==> src/rtl/smm_pkg.sv <==
package smm_pkg;
  localparam int GRAN_SHIFT   = 16;
  localparam int MAX_BLOCKS   = 16;
  localparam int DEF_BASE_BLK = 'hA;

  function automatic logic [4:0] clamp_blocks(input logic [7:0] sz);
    if (sz == 8'd0)                    return 5'd1;
    else if (sz > 8'(MAX_BLOCKS))      return 5'(MAX_BLOCKS);
    else                               return sz[4:0];
  endfunction

  function automatic logic in_window(input logic [47:0] blk,
                                     input logic [47:0] base,
                                     input logic [4:0]  nblk);
    logic [48:0] lim;
    lim = {1'b0, base} + 49'(nblk);
    return ({1'b0, blk} >= {1'b0, base}) && ({1'b0, blk} < lim);
  endfunction
endpackage

==> src/rtl/smm_window_decode.sv <==
module smm_window_decode
  import smm_pkg::*;
#(
  parameter int ADDR_W   = 36,
  parameter int SIZE_W   = 6,
  parameter bit RELOC_EN = 1'b1,
  localparam int BLK_W   = ADDR_W - GRAN_SHIFT
)(
  input  logic [ADDR_W-1:0] req_addr,
  input  logic              cfg_reloc,
  input  logic [BLK_W-1:0]  cfg_base,
  input  logic [SIZE_W-1:0] cfg_size,
  output logic              win_hit
);
  logic [BLK_W-1:0] req_blk;
  logic [BLK_W-1:0] eff_base;
  logic [4:0]       eff_nblk;

  assign req_blk = req_addr[ADDR_W-1:GRAN_SHIFT];

  generate
    if (RELOC_EN) begin : g_reloc
      always_comb begin
        if (cfg_reloc) begin
          eff_base = cfg_base;
          eff_nblk = clamp_blocks(8'(cfg_size));
        end else begin
          eff_base = BLK_W'(DEF_BASE_BLK);
          eff_nblk = 5'd1;
        end
      end
    end else begin : g_fixed
      logic unused_cfg;
      assign unused_cfg = ^{cfg_reloc, cfg_base, cfg_size};
      assign eff_base   = BLK_W'(DEF_BASE_BLK);
      assign eff_nblk   = 5'd1;
    end
  endgenerate

  assign win_hit = in_window(48'(req_blk), 48'(eff_base), eff_nblk);
endmodule

==> src/rtl/smm_ack_tracker.sv <==
module smm_ack_tracker (
  input  logic clk,
  input  logic rst_n,
  input  logic ack_strobe,
  input  logic ack_smm,
  output logic smm_active,
  output logic ack_resp
);
  logic set_ev, clr_ev;
  assign set_ev = ack_strobe &  ack_smm;
  assign clr_ev = ack_strobe & ~ack_smm;

  always_ff @(posedge clk) begin
    if (!rst_n) begin
      smm_active <= 1'b0;
      ack_resp   <= 1'b0;
    end else begin
      ack_resp <= ack_strobe;
      if (set_ev)      smm_active <= 1'b1;
      else if (clr_ev) smm_active <= 1'b0;
    end
  end

  p_set_r8: assert property (@(posedge clk) disable iff (!rst_n)
    set_ev |=> smm_active);
  p_clear_r9: assert property (@(posedge clk) disable iff (!rst_n)
    clr_ev |=> !smm_active);
  p_hold_r9: assert property (@(posedge clk) disable iff (!rst_n)
    !ack_strobe |=> $stable(smm_active));
  p_resp_r10: assert property (@(posedge clk) disable iff (!rst_n)
    ack_strobe |=> ack_resp);
  p_noresp_r10: assert property (@(posedge clk) disable iff (!rst_n)
    !ack_strobe |=> !ack_resp);
endmodule

==> src/rtl/smm_overlay_tracker.sv <==
module smm_overlay_tracker
  import smm_pkg::*;
#(
  parameter int ADDR_W   = 36,
  parameter int SIZE_W   = 6,
  parameter bit RELOC_EN = 1'b1,
  localparam int BLK_W   = ADDR_W - GRAN_SHIFT
)(
  input  logic              clk,
  input  logic              rst_n,
  input  logic              req_valid,
  input  logic [ADDR_W-1:0] req_addr,
  input  logic              req_smm,
  input  logic              req_above_tom,
  input  logic              ack_strobe,
  input  logic              cfg_en,
  input  logic              cfg_reloc,
  input  logic [BLK_W-1:0]  cfg_base,
  input  logic [SIZE_W-1:0] cfg_size,
  output logic              ignore_acc,
  output logic              claim_acc,
  output logic              tom_fwd,
  output logic              smm_active,
  output logic              ack_resp
);
  logic win_hit;
  logic win_sel;

  smm_window_decode #(
    .ADDR_W(ADDR_W), .SIZE_W(SIZE_W), .RELOC_EN(RELOC_EN)
  ) u_decode (
    .req_addr (req_addr),
    .cfg_reloc(cfg_reloc),
    .cfg_base (cfg_base),
    .cfg_size (cfg_size),
    .win_hit  (win_hit)
  );

  assign win_sel    = req_valid & cfg_en & win_hit;
  assign ignore_acc = win_sel &  req_smm;
  assign claim_acc  = win_sel & ~req_smm;
  assign tom_fwd    = req_valid & req_above_tom & ~(cfg_en & win_hit);

  smm_ack_tracker u_ack (
    .clk       (clk),
    .rst_n     (rst_n),
    .ack_strobe(ack_strobe),
    .ack_smm   (req_smm),
    .smm_active(smm_active),
    .ack_resp  (ack_resp)
  );

  p_excl_r2: assert property (@(posedge clk) disable iff (!rst_n)
    !(ignore_acc && claim_acc));
  p_override_r4: assert property (@(posedge clk) disable iff (!rst_n)
    (ignore_acc || claim_acc) |-> !tom_fwd);
  p_idle_r7: assert property (@(posedge clk) disable iff (!rst_n)
    (!req_valid || !cfg_en) |-> !(ignore_acc || claim_acc));
  p_reset_r11: assert property (@(posedge clk)
    !rst_n |=> (!smm_active && !ack_resp));
endmodule

==> config.mk <==
export PLATFORM = sky130hd
export DESIGN_NAME = smm_overlay_tracker
export DESIGN_NICKNAME = d
export VERILOG_FILES = /design/src/rtl/smm_pkg.sv /design/src/rtl/smm_window_decode.sv /design/src/rtl/smm_ack_tracker.sv /design/src/rtl/smm_overlay_tracker.sv
export SDC_FILE = /design/constraint.sdc
export NUM_CORES = 1
export LEC_CHECK = 0
export BUFFER_PORTS_ARGS = -buffer_cell sky130_fd_sc_hd__buf_4
export CAP_MARGIN = 20
export CORE_ASPECT_RATIO = 1.2
export CORE_UTILIZATION = 52
export CTS_CLUSTER_DIAMETER = 30
export DETAILED_ROUTE_END_ITERATION = 10
export GPL_ROUTABILITY_DRIVEN = 0
export GPL_TIMING_DRIVEN = 0
export PLACE_DENSITY = 0.95
export SLEW_MARGIN = 20
export SYNTH_ARGS = -nofsm -noshare
export SYNTH_HDL_FRONTEND = slang
export SYNTH_SLANG_ARGS = --single-unit
==> constraint.sdc <==
create_clock -name clk -period 10.1 [get_ports clk]
set_input_delay 1.01 -clock clk [delete_from_list [all_inputs] [get_ports clk]]
set_output_delay 1.01 -clock clk [all_outputs]
set_load 0.01 [all_outputs]
# Word-level counts from Yosys, hierarchy flattened
# Cells that the tools add are included.
# W data, S select, Z words.
dict set report totals {
  register_bits 2
  input_bits 70
  word_cells 26
}
dict set report classes {
  n_addsub 1
  magnitude_cmp 3
  mux 6
  n_bitwise 11
  n_reduce_logical 3
}
# cell count
set op_table {}
lappend op_table {{$lt A20 B49 Y1} 1}
lappend op_table {{$add A20 B5 Y21} 1}
lappend op_table {{$ge A20 B20 Y1} 1}
lappend op_table {{$mux W20} 1}
lappend op_table {{$mux W5} 3}
lappend op_table {{$and A1 B1 Y1} 9}
lappend op_table {{$gt A6 B5 Y1 const B} 1}
lappend op_table {{$logic_not A6 Y1} 1}
lappend op_table {{$mux W1} 2}
lappend op_table {{$not A1 Y1} 2}
lappend op_table {{$reduce_bool A2 Y1} 1}
lappend op_table {{$logic_and A1 B1 Y1} 1}

# Longest topological paths before layout
# Gate-level depths: netlist of the first run.
dict set report depth {
  depth_word 10
  ltp_mapped 18
}

# By module
# Synthesis of the first run repeated with hierarchy kept, for this count alone.
dict set report unflattened {
  hier_cells 218
  area_unflattened_um2 1580.3
}
# module instances cells_each area_each_um2 seq_area_each_um2
set modules_own_cells {}
lappend modules_own_cells {smm_window_decode 1 207 1491.4 0.0}
lappend modules_own_cells {smm_ack_tracker 1 5 63.8 40.0}
lappend modules_own_cells {smm_overlay_tracker 1 6 25.0 0.0}

# Worst setup path after synthesis of the first run
# Ideal clock, no wire load.
dict set report synth_path {
  kind {input to output}
  startpoint {in cfg_reloc}
  endpoint {out claim_acc}
  t_arrival_ns 4.774
  t_required_ns 9.090
  setup_slack_ns 4.316
  stages 17
  path_cell_list {buf_6 -> buf_4 -> clkbuf_1 -> and2_1 -> ha_1 -> inv_1 -> fa_1 -> nand3b_1 -> a21oi_2 -> nand2_2 -> or4_4 -> xnor2_1 -> ha_1 -> a21o_1 -> a2111oi_0 -> a21oi_1 -> nor4_1}
}
dict set report synth_via {
  elab_chain_len 6
  word_cells_on_any_way 8
  classes_between {1 x add/sub; 2 x order compare; 2 x mux; 2 x bitwise; 1 x reduce/logical}
}
# element line
set synth_rtl {}
lappend synth_rtl {{start, declared} smm_overlay_tracker.sv:17} ;# input logic cfg_reloc,
lappend synth_rtl {{$mux W20 / $mux W5 (equally long branches)} smm_window_decode.sv:24} ;# if (cfg_reloc) begin
lappend synth_rtl {{$add A20 B5 Y21} smm_pkg.sv:16} ;# lim = {1'b0, base} + 49'(nblk);
lappend synth_rtl {{$lt A20 B49 Y1} smm_pkg.sv:17} ;# return ({1'b0, blk} >= {1'b0, base}) && ({1'b0, blk} < lim);
lappend synth_rtl {{$logic_and A1 B1 Y1 *} smm_pkg.sv:17}
lappend synth_rtl {{$and A1 B1 Y1 *} smm_overlay_tracker.sv:39} ;# assign win_sel = req_valid & cfg_en & win_hit;
lappend synth_rtl {{$and A1 B1 Y1 *} smm_overlay_tracker.sv:41} ;# assign claim_acc = win_sel & ~req_smm;
lappend synth_rtl {{end, declared} smm_overlay_tracker.sv:21} ;# output logic claim_acc,
# Every way passes the cells marked *; elsewhere a longest branch is shown, timed or not.

# Worst setup path after layout of the first run
dict set report layout_path {
  startpoint {in cfg_reloc}
  endpoint {out tom_fwd}
}
dict set report layout_via {
  elab_chain_len 7
  word_cells_on_any_way 9
  classes_between {1 x add/sub; 2 x order compare; 2 x mux; 3 x bitwise; 1 x reduce/logical}
}
# element line
set layout_rtl {}
lappend layout_rtl {{$mux W20 / $mux W5 (equally long branches)} smm_window_decode.sv:24}
lappend layout_rtl {{$add A20 B5 Y21} smm_pkg.sv:16}
lappend layout_rtl {{$lt A20 B49 Y1} smm_pkg.sv:17}
lappend layout_rtl {{$logic_and A1 B1 Y1 *} smm_pkg.sv:17}
lappend layout_rtl {{$and A1 B1 Y1 *} smm_overlay_tracker.sv:42} ;# assign tom_fwd = req_valid & req_above_tom & ~(cfg_en & win_hit);
lappend layout_rtl {{$not A1 Y1 *} smm_overlay_tracker.sv:42}
lappend layout_rtl {{$and A1 B1 Y1 *} smm_overlay_tracker.sv:42}
lappend layout_rtl {{end, declared} smm_overlay_tracker.sv:22} ;# output logic tom_fwd,
# Marks and branches as above.

==> out/qor.yml, run 1 <==
drt-total-wl_mm: 4.603
firstDrtPassIters: 4
worst-path-max-fanout: 10
ir_drop_mv: 0.04774
avgRoutedWirePerCell_um: 14.57
syn_inst: 220
syn-num-nets: 335
timing.final.crit_share: 0.6350
setup_ws_ns: 3.686
cts_sinks: 2
vias: 1885
p_leak_nw: 1.049
ant_nets: 0
grt_pass1_wl_mm: 7.645
syn_area_mm2: 0.001679
pwr_density_cell_mw_per_mm2: 50.77
rsz0062_at_grt: "no"
critPathSlowestCell: "a2111oi_0"
holdPathStages: 2
min_from: "u_ack.smm_active"
cp.required_ns: 9.09
tightest_slew_ns: 0.4784
synth_top_cell_area_share: 0.3279
report.final.slew_viol_count: 0
clock_latency_ns: 0.23
clock_skew_ns: 0
synth_most_common_cell: "ha_1"
synthTopCellsByArea: "ha_1 33%, nand2_1 6.3%, xor2_1 5.7%"
rr_worst_depth: 2
r2r_end: "u_ack.smm_active"
syn_to_final_growth_pct: 29.51
setup_viol: 0
cp.arrival_ns: 5.40
clockBufferDepth: 2
hold_path_end: "u_ack.smm_active"
slew-limit-headroom: 0.6728
utilization: 0.7117
fmax_mhz: 155.9
cts_tree: "built"
layout.nets: 397
drv_cap: 0
hold_viol_final: 0
outcome: "completed"
die-area_mm2: 0.003461
synthArstFlopShare: 0
ios: 75
worst_r2r_startpoint: "u_ack.smm_active"
grt_max_degree: 11
grt-ovfl-total: 0
syn_avg_cell_area_um2: 7.632
max_stage_delay_ns: 0.50
htreeDepth: 1
synth-seq-cells: 2
path_class: "in -> out"
synthDistinctLibCells: 52
period_needed_ns: 6.414
synth_common_cells: "44 x ha_1, 28 x nand2_1, 15 x a21oi_1"
die_w_um: 53.88
clock-root-buffer: "clkbuf_4"
ys_warn_count: 0
cts_buffers: 3
worst-path-buf-inv: 5
rows: 22
drt_iter0_drc: 66
start_util: 0.5495
post_cts_resize_count: 0
cts_hold_buf: 0
ys_seq_area_frac: 0.02385
synth.largest_area_cell: "ha_1"
grt_usage: 0.2905
synth_edf_count: 0
core_area_mm2: 0.003055
drc_errors: 0
tns_ns: 0
port_buffers: 57
dp_slack_ns: 3.752
hp-class: "reg -> reg"
cpLargestDelayFamily: "compound AO/OA/AOI/OAI gates"
n_antenna_cell: 0
fill_cells: 257
antenna_found_initial: 0
layout-drive-gt1-share: 0.2607
dp_hpwl_mm: 3.924
die_y_um: 64.25
critical_path.startpoint_type: "primary input"
cts_setup_buffers: 0
end_kind: "output port"
crit_path_cell_trace: "buf_6, buf_4, clkbuf_1, and2_1, ha_1, inv_1, fa_1, nand3b_1, a21oi_2, nand2_2, or4_4, xnor2_1, ha_1, a21o_1, a2111oi_0, a21oi_1, o311a_1, buf_4"
vias_per_cell: 5.965
cts.clk_slew.worst_paths_ns: 0.03
synthFlopType: "dfxtp_1"
reg2reg_slack_ns: 9.48
grt_pass1_vias: 1861
area by class of cell:
cell class                      instances  area [µm²]  share of cell area
Clock buffer                            3       22.52             0.01036
Inverter                               10       37.54             0.01726
Tap cell                               36       45.04             0.02071
Timing Repair Buffer                   57       427.9              0.1968
Buffer                                  4       26.28             0.01208
Multi-Input combinational cell        204        1575              0.7244
Sequential cell                         2       40.04             0.01841
cells by family (layout without fill, tap and decap cells):
family | count (synthesis) | in the layout | synth area share
AND/OR/NAND/NOR | 92 | 92 | 0.2966
multiplexers | 1 | 1 | 0.005961
AO/OA/AOI/OAI | 49 | 49 | 0.2072
flip-flops | 2 | 2 | 0.02385
buffers and inverters | 14 | 74 | 0.03801
adder cells (fa/ha/maj) | 45 | 45 | 0.3398
XOR/XNOR | 17 | 17 | 0.08867
report_power, final:
group / switching [mW] / internal (mW) / total, mW
combinational: 0.0421 / 0.0403 / 0.0824
sequential: 0.000220 / 0.00841 / 0.00863
clock: 0.00612 / 0.0132 / 0.0194
routing by layer:
layer,vias to the layer above,share of wire,global-route usage
met5,-,0,0
met4,0,0.020,0.09868
met3,13,0.038,0.03333
met2,67,0.54,0.5540
met1,861,0.40,0.3065
li1,944,-,-
metrics by stage:
stage	std cells	area (µm²)	power, mW	hold WS, ns
after floorplan	220	1679	0.05673	0.5383
after global routing	316	2175	0.1212	0.5883
after CTS	316	2175	0.1097	0.5590
after global placement	313	2152	0.08644	0.5031
after detailed placement	313	2152	0.08991	0.5584
final	316	2175	0.1104	0.5613
tightest hold or removal path, cell delays in order (launching register included):
cell and delay [ns]:
dfxtp_1 0.31, mux2i_1 0.14, nor2b_1 0.06
sequential cells by signal (all words and copies together) (netlist names):
| name | count |
|---|---|
| u_ack.ack_resp | 1 |
| u_ack.smm_active | 1 |
layout by cell type (no fill, tap or decap), drive strengths merged, types with 3 or more instances in the layout:
cell type / netlist / routed
o21ai: 7 / 7
xor2: 11 / 11
nand2: 30 / 30
ha: 44 / 44
a21oi: 17 / 17
inv: 10 / 10
a21o: 4 / 4
xnor2: 6 / 6
nor3: 5 / 5
a211oi: 3 / 3
and2: 3 / 3
buf: 2 / 59
and3: 5 / 5
nand3: 11 / 11
nor2: 11 / 11
nor4: 3 / 3
clkbuf: 2 / 5
nand2b: 6 / 6
nor2b: 3 / 3
nand4: 6 / 6
how the worst max path moves through the flow:
| stage | start | end | slack, ns | depth (start not counted) |
|---|---|---|---|---|
| floorplan | cfg_reloc | claim_acc | 4.32 | 17 |
| global placement | cfg_reloc | tom_fwd | 3.81 | 18 |
| detailed placement | cfg_reloc | tom_fwd | 3.75 | 18 |
| CTS | cfg_reloc | tom_fwd | 3.68 | 18 |
| global route | cfg_reloc | ignore_acc | 3.40 | 18 |
| finish | cfg_reloc | tom_fwd | 3.69 | 18 |
Note: power is estimated with default switching activity, not from simulation.
==> run 2, diff against run 1 <==
--- a/config.mk
+++ b/config.mk
@@ -5,15 +5,16 @@
 export SDC_FILE = /design/constraint.sdc
 export NUM_CORES = 1
 export LEC_CHECK = 0
+export ABC_AREA = 1
 export BUFFER_PORTS_ARGS = -buffer_cell sky130_fd_sc_hd__buf_4
 export CAP_MARGIN = 20
 export CORE_ASPECT_RATIO = 1.2
-export CORE_UTILIZATION = 52
+export CORE_UTILIZATION = 45
 export CTS_CLUSTER_DIAMETER = 30
 export DETAILED_ROUTE_END_ITERATION = 10
 export GPL_ROUTABILITY_DRIVEN = 0
 export GPL_TIMING_DRIVEN = 0
-export PLACE_DENSITY = 0.95
+export PLACE_DENSITY = 0.86
 export SLEW_MARGIN = 20
 export SYNTH_ARGS = -nofsm -noshare
 export SYNTH_HDL_FRONTEND = slang
==> constraint.sdc (replaced) <==
create_clock -name clk -period 5.68 [get_ports clk]
set_input_delay 0.568 -clock clk [delete_from_list [all_inputs] [get_ports clk]]
set_output_delay 0.568 -clock clk [all_outputs]
set_load 0.01 [all_outputs]
==> run 2 against run 1 <==
Effect of this change:
- global-route usage shrank 6.6 points
- total power grew 100%
- highest routed layer unchanged
- count of clock-buffer cells in the layout is the same
- critical path type unchanged
- setup slack worse by 2.7 ns
- clock skew unchanged
- non-clock buffer count is 1 lower
- combinational power rose by 87%
- clock power rose to 2.8 times the previous value
- utilization shrank 8.4 points
- critical path depth grew 5
- via count increased by 8.3%
==> out/qor.yml, run 2 <==
outcome: "completed"
cts_sinks: 2  # unchanged
synth.largest_area_cell: "ha_1"
critical_path.startpoint_type: "primary input"
synth_most_common_cell: "nand2_1"
synthDistinctLibCells: 32  # -38%
layout_commonest_cell: "nand2_1"
grt_usage: 0.2243  # -0.06621
synthXorXnorAreaFrac: 0.08654  # -0.002135
fmax_mhz: 211.0
synth_edf_count: 0  # unchanged
layout-drive-gt1-share: 0.2334  # -0.02728
clockBufferDepth: 2  # unchanged
setup_viol: 0  # unchanged
hold_viol_final: 0  # unchanged
ant_nets: 0  # unchanged
drv_cap: 0  # unchanged
synthAdderAreaFrac: 0.3132  # -0.02660
p_leak_nw: 1.257  # +20%
drt_iter0_drc: 37  # -44%
worst_r2r_startpoint: "u_ack.smm_active"
cp.required_ns: 5.11  # -3.98 ns
synthArstFlopShare: 0  # unchanged
antenna_found_initial: 0  # unchanged
grt-ovfl-total: 0  # unchanged
post_cts_resize_count: 0  # unchanged
path_common_cell: "nand2_1"
synth_common_cells: "81 x nand2_1, 44 x ha_1, 37 x inv_1"
synthTopCellsByArea: "ha_1 30%, nand2_1 17%, inv_1 7.6%"
synth-seq-cells: 2  # unchanged
synth_top_cell_area_share: 0.3022  # -0.02567
port_buffers: 57  # unchanged
timing.final.crit_share: 0.8345
hp-class: "reg -> reg"
fill_cells: 372  # +45%
clock_skew_ns: 0  # unchanged
syn_inst: 287  # +30%
ys_seq_area_frac: 0.02198  # -0.001867
pwr_density_cell_mw_per_mm2: 95.40  # +88%
cts_hold_buf: 0  # unchanged
seq_area_um2: 40.04  # unchanged
vias_per_cell: 5.115  # -14%
multiInputGateArea_mm2: 0.001607  # +2.0%
synth_top_family_by_area: "simple AND/OR/NAND/NOR gates"
report.final.slew_viol_count: 0  # unchanged
synthSimpleGateAreaFrac: 0.3846  # +0.08804
layout.nets: 464  # +17%
reg_top3: "u_ack.ack_resp: 1 flops, u_ack.smm_active: 1 flops"
avgRoutedWirePerCell_um: 11.39  # -22%
core_area_mm2: 0.003754  # +23%
drc_errors: 0  # unchanged
cp.arrival_ns: 4.17  # -1.23 ns
period_needed_ns: 4.740
drt-total-wl_mm: 4.545  # -1.3%
syn_area_mm2: 0.001822  # +8.5%
die_y_um: 71.70  # +12%
final_cell_mix: "81 x nand2_1, 57 x buf_4, 44 x ha_1"
max_stage_delay_ns: 0.44  # -0.06 ns
path_class: "in -> out"
grt_pass1_wl_mm: 7.693  # +0.63%
end_kind: "output port"
cts_setup_buffers: 0  # unchanged
grt_max_degree: 11  # unchanged
syn-num-nets: 402  # +20%
firstDrtPassIters: 5  # +1
crit_path_cell_trace: "buf_6, buf_12, buf_2, inv_1, nor3_1, inv_1, fa_1, nand3b_1, nand2_1, a21boi_0, nor3_1, xor2_1, ha_1, nand2_1, nand2_1, nand2_1, a21oi_1, nor2_1, nand3_1, nand3_1, nand4_1, nor2_1, buf_4"
grt_pass1_vias: 2116  # +14%
vias: 2041  # +8.3%
synth_compound_area_frac: 0.09753  # -0.1096
cts.clk_slew.worst_paths_ns: 0.02  # about the same
critPathSlowestCell: "fa_1"
cts_buffers: 3  # unchanged
p_total_uw: 224.8  # +100%
min_from: "u_ack.smm_active"
slew-limit-headroom: 0.7198  # +0.04695
syn_avg_cell_area_um2: 6.348  # -17%
rows: 24  # +9.1%
tns_ns: 0  # unchanged
clock-root-buffer: "clkbuf_8"
n_antenna_cell: 0  # unchanged
ir_drop_mv: 0.04311  # -9.7%
dp_hpwl_mm: 4.125  # +5.1%
tightest_slew_ns: 0.4166  # -0.06179 ns
synthFlopType: "dfxtp_1"
syn_to_final_growth_pct: 29.33
cts_tree: "built"
clock_latency_ns: 0.21  # -0.02 ns
ios: 75  # unchanged
crit_start: "cfg_reloc"
ys_warn_count: 0  # unchanged
rsz0062_at_grt: "no"
worst-path-max-fanout: 10  # unchanged
start_util: 0.4853  # -0.06422
die_w_um: 60.08  # +12%
htreeDepth: 1  # unchanged
synthMuxAreaShare: 0  # -0.005961
die-area_mm2: 0.004308  # +24%
[run 2: per-stage QoR]
step / setup WS (ns) / hold slack (ns) / util / cells / instance area, µm²
2_1_floorplan: 1.556 / 0.5553 / - / 287 / 1822
3_3_place_gp: 1.015 / 0.5198 / 0.6167 / 396 / 2315
3_5_place_dp: 0.9237 / 0.5345 / 0.6167 / 396 / 2315
4_1_cts: 0.9165 / 0.5442 / 0.6277 / 399 / 2356
5_1_grt: 0.5592 / 0.5655 / 0.6277 / 399 / 2356
6_report: 0.9399 / 0.5341 / 0.6277 / 399 / 2356
[run 2: layout make-up]
class / instances / share of cell area
buffer: 3 / 0.01540
clock buffer: 3 / 0.01753
inverter: 37 / 0.05895
multi-input combinational: 245 / 0.6819
sequential: 2 / 0.01699
tap: 52 / 0.02762
timing repair buffer: 57 / 0.1816
[run 2: cells by family after synthesis]
family	count (synthesis)
simple gates	151
fa+ha+maj	45
buf+inv	40
compound gates	31
xor+xnor	18
flops	2
[run 2: final timing paths]
kind	to	slack, ns	cells after the start
worst max-delay path	claim_acc	0.94	23
worst min-delay path	u_ack.smm_active	0.53	2
worst max register to register	u_ack.smm_active	5.07	2
worst min register to register	u_ack.smm_active	0.53	2
[run 2: worst max-delay path, delay by kind of cell]
| kind | cells | cell delay (ns) |
|---|---|---|
| AO/OA/AOI/OAI | 2 | 0.25 |
| XOR/XNOR | 1 | 0.18 |
| adder cells (fa/ha/maj) | 2 | 0.70 |
| buffers and inverters | 6 | 0.89 |
| AND/OR/NAND/NOR | 12 | 1.57 |
[run 2: report_power, final]
part	switching (mW)	total, mW	internal, mW
clock network	0.0105	0.0552	0.0447
registers	0.000324	0.0154	0.0151
logic	0.0813	0.154	0.0728
total	0.0921	0.225	0.133
[run 2: metal layers]
layer	vias to the layer above	wire length [µm]	share of wire	track usage
met5	-	0	0	0
met4	0	55	0.012	0.08527
met3	6	163	0.036	0.02708
met2	52	2497	0.55	0.4432
met1	918	1829	0.40	0.2277
li1	1065	-	-	-
